### src/rtl/adc_scan_pkg.sv
package adc_scan_pkg;
  typedef enum logic [1:0] {SQ_IDLE, SQ_SAMPLE, SQ_CONV} sq_state_e;
  typedef enum logic [1:0] {CL_IDLE, CL_RESET, CL_RUN}   cl_state_e;
endpackage

### src/rtl/adc_scan_cal.sv
module adc_scan_cal
  import adc_scan_pkg::*;
#(
  parameter int RST_CYC = 4,
  parameter int RUN_CYC = 20
) (
  input  logic clk_i,
  input  logic rst_ni,
  input  logic en_i,
  input  logic hold_i,
  input  logic cal_rst_i,
  input  logic cal_i,
  output logic rst_busy_o,
  output logic run_busy_o,
  output logic cal_ok_o
);
  localparam int MAXC = (RST_CYC > RUN_CYC) ? RST_CYC : RUN_CYC;
  localparam int CW   = $clog2(MAXC + 1);

  cl_state_e       state_q;
  logic [CW-1:0]   cnt_q;
  logic            rst_done_q;
  logic            ok_q;

  always_ff @(posedge clk_i or negedge rst_ni) begin
    if (!rst_ni) begin
      state_q    <= CL_IDLE;
      cnt_q      <= '0;
      rst_done_q <= 1'b0;
      ok_q       <= 1'b0;
    end else if (!en_i) begin
      state_q    <= CL_IDLE;
      cnt_q      <= '0;
      rst_done_q <= 1'b0;
      ok_q       <= 1'b0;
    end else begin
      unique case (state_q)
        CL_IDLE: begin
          if (cal_rst_i && !hold_i) begin
            state_q    <= CL_RESET;
            cnt_q      <= CW'(RST_CYC - 1);
            ok_q       <= 1'b0;
            rst_done_q <= 1'b0;
          end else if (cal_i && rst_done_q && !hold_i) begin
            state_q <= CL_RUN;
            cnt_q   <= CW'(RUN_CYC - 1);
          end
        end
        CL_RESET: begin
          if (cnt_q == '0) begin
            state_q    <= CL_IDLE;
            rst_done_q <= 1'b1;
          end else begin
            cnt_q <= cnt_q - 1'b1;
          end
        end
        CL_RUN: begin
          if (cnt_q == '0) begin
            state_q    <= CL_IDLE;
            ok_q       <= 1'b1;
            rst_done_q <= 1'b0;
          end else begin
            cnt_q <= cnt_q - 1'b1;
          end
        end
        default: state_q <= CL_IDLE;
      endcase
    end
  end

  assign rst_busy_o = (state_q == CL_RESET);
  assign run_busy_o = (state_q == CL_RUN);
  assign cal_ok_o   = ok_q;

  // calibration run only after a completed reset step
  a_r7_run_after_reset: assert property (@(posedge clk_i) disable iff (!rst_ni)
    $rose(run_busy_o) |-> $past(rst_done_q));
  // ok only at the end of a calibration run
  a_r7_ok_after_run: assert property (@(posedge clk_i) disable iff (!rst_ni)
    $rose(cal_ok_o) |-> $past(run_busy_o));
  // no calibration command accepted during a scan
  a_r10_cal_held: assert property (@(posedge clk_i) disable iff (!rst_ni)
    $past(hold_i) && !$past(rst_busy_o) && !$past(run_busy_o) |-> !rst_busy_o && !run_busy_o);
endmodule

### src/rtl/adc_scan_core.sv
module adc_scan_core
  import adc_scan_pkg::*;
#(
  parameter int MAX_RANK = 8,
  parameter int CH_W     = 4,
  parameter int SMP_W    = 8,
  localparam int RANK_W  = (MAX_RANK > 1) ? $clog2(MAX_RANK) : 1
) (
  input  logic                      clk_i,
  input  logic                      rst_ni,
  input  logic                      en_i,
  input  logic                      cont_i,
  input  logic [RANK_W-1:0]         last_idx_i,
  input  logic [MAX_RANK*CH_W-1:0]  ch_flat_i,
  input  logic [MAX_RANK*SMP_W-1:0] smp_flat_i,
  input  logic                      go_i,
  input  logic                      conv_done_i,
  output logic [CH_W-1:0]           conv_ch_o,
  output logic                      conv_start_o,
  output logic                      sample_o,
  output logic                      busy_o,
  output logic                      done_o,
  output logic                      last_o
);
  logic [CH_W-1:0]  ch_a  [MAX_RANK];
  logic [SMP_W-1:0] smp_a [MAX_RANK];

  for (genvar g = 0; g < MAX_RANK; g++) begin : g_unpack
    assign ch_a[g]  = ch_flat_i[g*CH_W +: CH_W];
    assign smp_a[g] = smp_flat_i[g*SMP_W +: SMP_W];
  end

  sq_state_e          state_q;
  logic [RANK_W-1:0]  rank_q;
  logic [SMP_W-1:0]   cnt_q;
  logic               start_q;
  logic [RANK_W-1:0]  nxt_rank;

  assign last_o   = (rank_q == last_idx_i);
  assign nxt_rank = last_o ? '0 : rank_q + 1'b1;
  assign done_o   = en_i && (state_q == SQ_CONV) && conv_done_i;

  always_ff @(posedge clk_i or negedge rst_ni) begin
    if (!rst_ni) begin
      state_q <= SQ_IDLE;
      rank_q  <= '0;
      cnt_q   <= '0;
      start_q <= 1'b0;
    end else if (!en_i) begin
      state_q <= SQ_IDLE;
      rank_q  <= '0;
      start_q <= 1'b0;
    end else begin
      start_q <= 1'b0;
      unique case (state_q)
        SQ_IDLE: begin
          if (go_i) begin
            state_q <= SQ_SAMPLE;
            rank_q  <= '0;
            cnt_q   <= smp_a[0];
          end
        end
        SQ_SAMPLE: begin
          if (cnt_q == '0) begin
            state_q <= SQ_CONV;
            start_q <= 1'b1;
          end else begin
            cnt_q <= cnt_q - 1'b1;
          end
        end
        SQ_CONV: begin
          if (conv_done_i) begin
            if (last_o && !cont_i) begin
              state_q <= SQ_IDLE;
              rank_q  <= '0;
            end else begin
              state_q <= SQ_SAMPLE;
              rank_q  <= nxt_rank;
              cnt_q   <= smp_a[nxt_rank];
            end
          end
        end
        default: state_q <= SQ_IDLE;
      endcase
    end
  end

  assign conv_ch_o    = ch_a[rank_q];
  assign conv_start_o = start_q;
  assign sample_o     = (state_q == SQ_SAMPLE);
  assign busy_o       = (state_q != SQ_IDLE);

  // start pulse closes a sampling window
  a_r2_start_after_sample: assert property (@(posedge clk_i) disable iff (!rst_ni)
    conv_start_o |-> !sample_o && $past(sample_o));
  // rank never passes the programmed length
  a_r1_rank_bound: assert property (@(posedge clk_i) disable iff (!rst_ni)
    busy_o |-> rank_q <= last_idx_i);
  // single pass ends after last rank
  a_r5_single_stops: assert property (@(posedge clk_i) disable iff (!rst_ni)
    done_o && last_o && !cont_i |=> !busy_o);
  // continuous mode wraps to the first rank
  a_r5_wrap: assert property (@(posedge clk_i) disable iff (!rst_ni)
    done_o && last_o && cont_i |=> !en_i || (sample_o && rank_q == '0));
endmodule

### src/rtl/adc_scan_out.sv
module adc_scan_out #(
  parameter int RES_W  = 12,
  parameter int DATA_W = 16
) (
  input  logic              clk_i,
  input  logic              rst_ni,
  input  logic              done_i,
  input  logic              last_i,
  input  logic [RES_W-1:0]  res_i,
  input  logic              dma_en_i,
  input  logic              eos_clr_i,
  output logic [DATA_W-1:0] data_o,
  output logic              eoc_o,
  output logic              dma_req_o,
  output logic              eos_o
);
  localparam int PAD_W = DATA_W - RES_W;

  logic [DATA_W-1:0] data_q;
  logic              eoc_q, dma_q, eos_q;

  always_ff @(posedge clk_i or negedge rst_ni) begin
    if (!rst_ni) begin
      data_q <= '0;
      eoc_q  <= 1'b0;
      dma_q  <= 1'b0;
      eos_q  <= 1'b0;
    end else begin
      eoc_q <= done_i;
      dma_q <= done_i && dma_en_i;
      if (done_i) data_q <= {{PAD_W{1'b0}}, res_i};
      // set wins over clear
      if (done_i && last_i) eos_q <= 1'b1;
      else if (eos_clr_i)   eos_q <= 1'b0;
    end
  end

  assign data_o    = data_q;
  assign eoc_o     = eoc_q;
  assign dma_req_o = dma_q;
  assign eos_o     = eos_q;

  // register holds the last result, zero-extended
  a_r3_capture: assert property (@(posedge clk_i) disable iff (!rst_ni)
    eoc_o |-> data_o[RES_W-1:0] == $past(res_i) && data_o[DATA_W-1:RES_W] == '0);
  // request only with a conversion and an enabled request path
  a_r4_dma_gate: assert property (@(posedge clk_i) disable iff (!rst_ni)
    dma_req_o |-> eoc_o && $past(dma_en_i));
  // end-of-sequence rises only with a conversion end
  a_r6_eos_with_eoc: assert property (@(posedge clk_i) disable iff (!rst_ni)
    $rose(eos_o) |-> eoc_o);
endmodule

### src/rtl/adc_scan_seq.sv
module adc_scan_seq #(
  parameter int MAX_RANK = 8,
  parameter int CH_W     = 4,
  parameter int SMP_W    = 8,
  parameter int RES_W    = 12,
  parameter int DATA_W   = 16,
  parameter int CAL_RST_CYC = 4,
  parameter int CAL_CYC     = 20,
  localparam int LEN_W  = $clog2(MAX_RANK + 1),
  localparam int RANK_W = (MAX_RANK > 1) ? $clog2(MAX_RANK) : 1
) (
  input  logic                      clk_i,
  input  logic                      rst_ni,
  input  logic                      en_i,
  input  logic                      cont_i,
  input  logic                      dma_en_i,
  input  logic [LEN_W-1:0]          seq_len_i,
  input  logic [MAX_RANK*CH_W-1:0]  rank_ch_i,
  input  logic [MAX_RANK*SMP_W-1:0] rank_smp_i,
  input  logic                      start_i,
  input  logic                      cal_rst_i,
  input  logic                      cal_i,
  input  logic                      eos_clr_i,
  output logic [CH_W-1:0]           conv_ch_o,
  output logic                      conv_start_o,
  input  logic                      conv_done_i,
  input  logic [RES_W-1:0]          conv_res_i,
  output logic                      sample_o,
  output logic [DATA_W-1:0]         data_o,
  output logic                      eoc_o,
  output logic                      dma_req_o,
  output logic                      eos_o,
  output logic                      busy_o,
  output logic                      cal_rst_busy_o,
  output logic                      cal_busy_o,
  output logic                      cal_ok_o
);
  logic [LEN_W-1:0]  len_c;
  logic [RANK_W-1:0] last_idx;
  logic              pend_q, launch;
  logic              done, last;

  always_comb begin
    if (seq_len_i == '0)                      len_c = LEN_W'(1);
    else if (seq_len_i > LEN_W'(MAX_RANK))    len_c = LEN_W'(MAX_RANK);
    else                                      len_c = seq_len_i;
  end
  assign last_idx = RANK_W'(len_c - 1'b1);

  assign launch = pend_q && cal_ok_o && !cal_rst_busy_o && !cal_busy_o && !busy_o;

  always_ff @(posedge clk_i or negedge rst_ni) begin
    if (!rst_ni)                   pend_q <= 1'b0;
    else if (!en_i)                pend_q <= 1'b0;
    else if (launch)               pend_q <= 1'b0;
    else if (start_i && !busy_o)   pend_q <= 1'b1;
  end

  adc_scan_cal #(
    .RST_CYC (CAL_RST_CYC),
    .RUN_CYC (CAL_CYC)
  ) u_cal (
    .clk_i      (clk_i),
    .rst_ni     (rst_ni),
    .en_i       (en_i),
    .hold_i     (busy_o),
    .cal_rst_i  (cal_rst_i),
    .cal_i      (cal_i),
    .rst_busy_o (cal_rst_busy_o),
    .run_busy_o (cal_busy_o),
    .cal_ok_o   (cal_ok_o)
  );

  adc_scan_core #(
    .MAX_RANK (MAX_RANK),
    .CH_W     (CH_W),
    .SMP_W    (SMP_W)
  ) u_core (
    .clk_i        (clk_i),
    .rst_ni       (rst_ni),
    .en_i         (en_i),
    .cont_i       (cont_i),
    .last_idx_i   (last_idx),
    .ch_flat_i    (rank_ch_i),
    .smp_flat_i   (rank_smp_i),
    .go_i         (launch),
    .conv_done_i  (conv_done_i),
    .conv_ch_o    (conv_ch_o),
    .conv_start_o (conv_start_o),
    .sample_o     (sample_o),
    .busy_o       (busy_o),
    .done_o       (done),
    .last_o       (last)
  );

  adc_scan_out #(
    .RES_W  (RES_W),
    .DATA_W (DATA_W)
  ) u_out (
    .clk_i     (clk_i),
    .rst_ni    (rst_ni),
    .done_i    (done),
    .last_i    (last),
    .res_i     (conv_res_i),
    .dma_en_i  (dma_en_i),
    .eos_clr_i (eos_clr_i),
    .data_o    (data_o),
    .eoc_o     (eoc_o),
    .dma_req_o (dma_req_o),
    .eos_o     (eos_o)
  );

  // a scan only begins once calibrated
  a_r8_cal_gate: assert property (@(posedge clk_i) disable iff (!rst_ni)
    $rose(busy_o) |-> $past(cal_ok_o) && $past(en_i));
  // disable aborts the scan and drops calibration
  a_r9_disable: assert property (@(posedge clk_i) disable iff (!rst_ni)
    !en_i |=> !busy_o && !cal_ok_o);
  // no sampling while a calibration step runs
  a_r8_no_scan_in_cal: assert property (@(posedge clk_i) disable iff (!rst_ni)
    (cal_rst_busy_o || cal_busy_o) |-> !busy_o);
endmodule

### config.mk
export PLATFORM = sky130hd
export DESIGN_NAME = adc_scan_seq
export DESIGN_NICKNAME = d
export VERILOG_FILES = /design/src/rtl/adc_scan_pkg.sv /design/src/rtl/adc_scan_cal.sv /design/src/rtl/adc_scan_core.sv /design/src/rtl/adc_scan_out.sv /design/src/rtl/adc_scan_seq.sv
export SDC_FILE = /design/constraint.sdc
export NUM_CORES = 1
export LEC_CHECK = 0
export BUFFER_PORTS_ARGS = -buffer_cell sky130_fd_sc_hd__buf_2
export CAP_MARGIN = 20
export CORE_MARGIN = 2
export CORE_UTILIZATION = 44
export CTS_BUF_LIST = sky130_fd_sc_hd__clkbuf_16
export DETAILED_ROUTE_END_ITERATION = 8
export PLACE_DENSITY_LB_ADDON = 0.12
export SYNTH_ARGS = -nofsm -noshare
export SYNTH_HDL_FRONTEND = slang
export SYNTH_SLANG_ARGS = --single-unit
export TNS_END_PERCENT = 5
### constraint.sdc
create_clock -name clk_i -period 2.5 [get_ports clk_i]
set_clock_uncertainty 0.1 [all_clocks]
set_input_delay 0.625 -clock clk_i [delete_from_list [all_inputs] [get_ports clk_i]]
set_output_delay 0.625 -clock clk_i [all_outputs]
set_load 0.005 [all_outputs]
## Word-level counts from Yosys, hierarchy flattened

Index checks and enable logic that the tools add are counted.

- Input port bits: 122
- Output and inout bits: 29
- Flip-flop bits (word level): 39

- Reduce and logical (&&, ||, !) cells: 33
- Muxes and demuxes: 50
- Bitwise gates (word level): 2
- $add $sub $neg: 4
- Equality and inequality tests: 23
- $lt $le $gt $ge: 3

Operators with widths:

| cell | number |
|---|---|
| $mux 8 | 6 |
| $bmux 8 s3 | 1 |
| $pmux 8 s3 | 1 |
| $mux 3 | 7 |
| $mux 5 | 4 |
| $ne 3x2->1 const B | 6 |
| $mux 2 | 8 |
| $mux 1 | 14 |
| $logic_and 1x1->1 | 13 |
| $bmux 4 s3 | 1 |
| $reduce_and 3->1 | 4 |
| $pmux 5 s2 | 1 |
| $ne 3x1->1 const B | 3 |
| $ne 3x3->1 const B | 3 |
| $ge 4x4->1 const B | 2 |
| $logic_not 8->1 | 1 |
| $mux 4 | 2 |
| $ne 2x2->1 const B | 4 |
| $not 3->4 | 2 |
| $sub 8x1->8 const B | 1 |
| $pmux 2 s3 | 1 |
| $pmux 3 s2 | 1 |
| $reduce_and 6->1 | 1 |
| $logic_not 5->1 | 1 |
| 20 further kinds | 27 |

## Depth between registers and ports, before layout

- Depth in word-level cells: 13
- Depth in mapped cells: 12
- Depth with buffers taken out: 10

## By module

From an unflattened synthesis, not the netlist that was laid out.

- Cell total of the unflattened synthesis: 340
- Area total of the unflattened synthesis: 3422.0 sq um

Modules (own cells, without submodules):

| module | area an instance (sq um) | sequential area each (sq um) | times used | cells each |
|---|---|---|---|---|
| adc_scan_core | 2010.7 | 350.3 | 1 | 213 |
| adc_scan_cal | 679.4 | 225.2 | 1 | 76 |
| adc_scan_out | 605.6 | 375.4 | 1 | 37 |
| adc_scan_seq | 126.4 | 25.0 | 1 | 14 |

## Worst setup path before layout

Ideal clock, no wire load.

- Kind: input port to flip-flop
- Start point: input port seq_len_i[1]
- End point: register u_core.cnt_q[6]
- Arrival: 2.929 ns
- Setup time: 0.124 ns
- Path slack: -0.653 ns
- Stages: 12
- Path through: o21ba_2 nor2_1 inv_1 ha_1 xnor2_4 nor3_1 buf_2 a21oi_4 buf_4 mux2i_1 nor2_1 o31a_1

- Longest elaborated chain between the ends: 13

Ends and longest elaborated chain:

| element | RTL line | source |
|---|---|---|
| start: declaration | adc_scan_seq.sv:17 | `input logic [LEN_W-1:0] seq_len_i,` |
| $gt 4x4->1 | adc_scan_seq.sv:45 | `else if (seq_len_i > LEN_W'(MAX_RANK)) len_c = LEN_W'(MAX_RANK);` |
| $mux 3 | adc_scan_seq.sv:45 |  |
| $mux 3 * | adc_scan_seq.sv:44 | `if (seq_len_i == '0) len_c = LEN_W'(1);` |
| $sub 3x1->3 * | adc_scan_seq.sv:48 | `assign last_idx = RANK_W'(len_c - 1'b1);` |
| $eq 3x3->1 * | adc_scan_core.sv:39 | `assign last_o = (rank_q == last_idx_i);` |
| $mux 3 | adc_scan_core.sv:40 | `assign nxt_rank = last_o ? '0 : rank_q + 1'b1;` |
| $not 3->4 (not written as such) | adc_scan_core.sv:79 | `cnt_q <= smp_a[nxt_rank];` |
| $bmux 8 s3 | adc_scan_core.sv:79 |  |
| $mux 8 (not written as such) (2 in series) | adc_scan_core.sv:79 |  |
| $mux 8 | adc_scan_core.sv:73 | `if (last_o && !cont_i) begin` |
| $mux 8 | adc_scan_core.sv:72 | `if (conv_done_i) begin` |
| $pmux 8 s3 | adc_scan_core.sv:55 | `unique case (state_q)` |
| end signal: assignment | adc_scan_core.sv:60 | `cnt_q <= smp_a[0];` |
| end signal: assignment | adc_scan_core.sv:68 | `cnt_q <= cnt_q - 1'b1;` |
| end signal: assignment | adc_scan_core.sv:79 |  |
| end: declaration | adc_scan_core.sv:35 | `logic [SMP_W-1:0] cnt_q;` |

Mark *: on every way between the ends. The rest lies on a longest branch, timed or not. The select of a mux whose other input is x is not followed.
A chain may end at the register's enable or synchronous reset.

## Worst setup path after layout

- Start point: input port seq_len_i[1]
- End point: register u_core.cnt_q[2]

Same word-level chain as after synthesis.

==> results by group <==
Timing
  – Slew Viols, Final: 0
  – Final setup TNS: -2.47 ns
  – Unrepaired setup endpoints after global routing: yes
  – Final Setup Violations: 10
  – Rel. slew slack: 64.4%
  – Final period util: 114%
  – Worst-Margin Slew: 0.535 ns
  – Highest clock rate: 352 MHz
  – Fin crit period: 2.84 ns
  – Hold Fails Final Rpt: 0
  – Setup slack after layout: -0.341 ns

Yosys
  – Post-synthesis sequential area ratio: 29.1%
  – Cells after synthesis: 362
  – Synth warn: 0
  – Yosys cell types: 63
  – Cell Area, Synth: 3360 µm²
  – Top cell type's share of synthesized area: 29.1%
  – Area leader, netlist: dfrtp_1
  – Avg Inst Size Synth: 9.28 µm²
  – Top-count cell post-synth: nor2_1
  – Synth cell count leaders: nor2_1 (48), dfrtp_1 (39), a21oi_1 (26), nand2_1 (25), mux2i_1 (24)
  – Yosys reg bits: 39
  – Post-synth EDFFs: 0
  – Top FF cell, synth: dfrtp_1
  – Cells taking the most area after synthesis: dfrtp_1 (29%), mux2i_1 (7.2%), mux2_2 (6.4%)
  – FFs w/ async S/R, synth: 100%

Layout
  – Layout cells sized above 1: 47.3%
  – Final Instance Area: 4800 µm²
  – Fillers: 619
  – Area taken by multi-input logic gates: 2340 µm²
  – Register area: 976 µm²
  – ANT cells: 0
  – Layout area overhead: 42.9%
  – Final net count: 679

Drt
  – Initial DRC count: 129
  – Drt drc: 0
  – Drt first pass iters: 4
  – Wirelength, routed: 9950 µm
  – Vias per cell: 5.38
  – Detail Route Antenna Nets: 0
  – Wire length per cell: 15.5 µm
  – Vias: 3464

Placed design
  – RD Place Congestion: 0.943
  – Detail Placement HPWL: 7800 µm
  – Port bufs: 146
  – Area after DPL: 4480 µm²

Pwr
  – PwrDens: 588 nW/µm²
  – Int Power: 0.00183 W
  – Sequential fraction of design power: 33.1%
  – Leakage: 2.40 nW
  – Sw Pwr: 0.000990 W
  – Logic pwr share: 41.6%
  – Sw Share: 35.1%
  – Max IR drop VDD: 478 µV
  – Clk pwr share: 25.3%

Setup path
  – CP Cell Sequence: buf_2 -> o21ba_4 -> nor2_4 -> inv_2 -> ha_4 -> xor2_4 -> xor2_4 -> nor3_4 -> a2111oi_4 -> buf_6 -> buf_4 -> mux2i_2 -> o31a_1
  – CP bufs+invs: 4
  – Most used cell, CP: xor2_4
  – Critical path's slowest cell: a2111oi_4
  – Critical Path AT: 2.96 ns
  – WP data required: 2.62 ns
  – Largest delay share family, worst path: compound AO/OA/AOI/OAI gates
  – CP max stage delay: 0.36 ns
  – WS Path Type: input port to flop
  – Crit start category: input port
  – Worst setup EP type: flop
  – Critical-path maximum fanout: 5

Run status
  – Status: finished with violations
  – Failing checks: negative setup slack

Clock network
  – Hold buffers post-CTS: 0
  – CTS tree: yes
  – Clock tree sinks: 39
  – Clk Latency, worst-skew pair: 0.28 ns
  – H-tree levels: 2
  – Clock slew seen by the registers of the worst setup and hold paths: 0.06 ns
  – Max Buffers Root-to-Sink: 2
  – CTS Buf Count: 5
  – Root buf cell: clkbuf_16

Global route
  – Largest net degree at the start of global routing: 22
  – Total global-route track usage: 23.9%
  – Initial antenna violation count: 0
  – Vias in the first global route: 3637
  – GRT overflow: 0
  – First-pass GRT wire length: 16300 µm

Floorplan
  – Die width: 91.4 µm
  – CORE AREA: 7330 µm²
  – Die span in y: 91.4 µm
  – Rows: 31
  – Starting Density: 45.8%
  – Boundary Pins: 151
  – Die area: 8350 µm²

Job
  – Max cap viols: 0

Min path
  – Hold/Removal Path Class: input port to asynchronous set/reset pin
==> cell type report <==
cell class / instances / area share, %
multi-input combinational: 287 / 48.7
timing repair buffer: 193 / 23.5
sequential: 39 / 20.3
clock buffer: 5 / 2.61
tap: 99 / 2.58
inverter: 18 / 1.41
clock inverter: 3 / 0.808
==> stage by stage <==
stage	power [W]	util (%)	std cells	setup WS [ns]	hold slack, ns
global placement	0.00199	61.1	633	-0.609	0.385
CTS	0.00278	64.6	644	-0.334	0.232
floorplan	0.00164	-	365	-0.414	0.229
detailed placement	0.00203	61.1	633	-0.708	0.395
global route	0.00301	65.5	644	-0.422	0.257
finish	0.00282	65.5	644	-0.341	0.226
==> worst paths after layout <==
| path | startpoint | endpoint | slack [ns] | cells past startpoint |
|---|---|---|---|---|
| setup / recovery | seq_len_i[1] | u_core.cnt_q[2] | -0.34 | 13 |
| hold / removal | rst_ni | u_out.data_o[3] | 0.23 | 1 |
| setup reg to reg | u_cal.state_q[1] | u_core.cnt_q[0] | -0.09 | 8 |
| hold reg to reg | u_out.data_o[7] | u_out.data_o[7] | 0.40 | 1 |
| max in group asynchronous | rst_ni | u_cal.cnt_q[0] | 1.50 | 2 |
| min in group clk_i | u_out.data_o[7] | u_out.data_o[7] | 0.40 | 1 |
==> timing repair <==
item,CTS,global route
gates cloned,1,0
pin swaps,5,5
setup buffers,2,0
gates resized for setup,11,10
endpoints found under the setup margin,12,16
==> cells in the final DEF, fill, tap and decap left out, types with 10 or more instances in the layout <==
cell and instances:
nand3_1 10, buf_4 42, buf_2 146, nor2_1 47, a21oi_1 25, o21ai_0 13
nand2_1 25, dfrtp_1 39, mux2i_1 23, inv_1 17, mux2_2 19, ha_1 12
==> flip-flops by register name (all words and copies together) (netlist names), 2 cells and up <==
name,flops
u_cal.cnt_q,5
u_cal.state_q,2
u_core.cnt_q,8
u_core.rank_q,3
u_core.state_q,2
u_out.data_o,12
==> power groups by stage <==
stage | Combinational (W) | Clock [W] | Sequential (W)
after floorplan | 0.000750 | 0 | 0.000894
after global placement | 0.00107 | 0 | 0.000925
after detailed placement | 0.00110 | 0 | 0.000930
after CTS | 0.00113 | 0.000724 | 0.000927
after global routing | 0.00131 | 0.000750 | 0.000952
final | 0.00117 | 0.000715 | 0.000934
==> kinds of logic after synthesis <==
group,count (synthesis),synth area share [%]
buf+inv,39,5.92
flops,39,29.1
simple gates,123,18.3
other cells,1,0.112
fa+ha+maj,13,4.84
mux,51,18.9
compound gates,85,18.4
xor+xnor,11,4.43
==> routing by layer <==
layer | up-vias | routed length, µm | GRT usage (%)
met5 | - | 0 | 0
met4 | 0 | 141 | 6.57
met3 | 16 | 455 | 3.82
met2 | 109 | 5270 | 45.3
met1 | 1661 | 4090 | 27.5
li1 | 1678 | - | -
No activity file was read; power rests on OpenSTA's default activity.
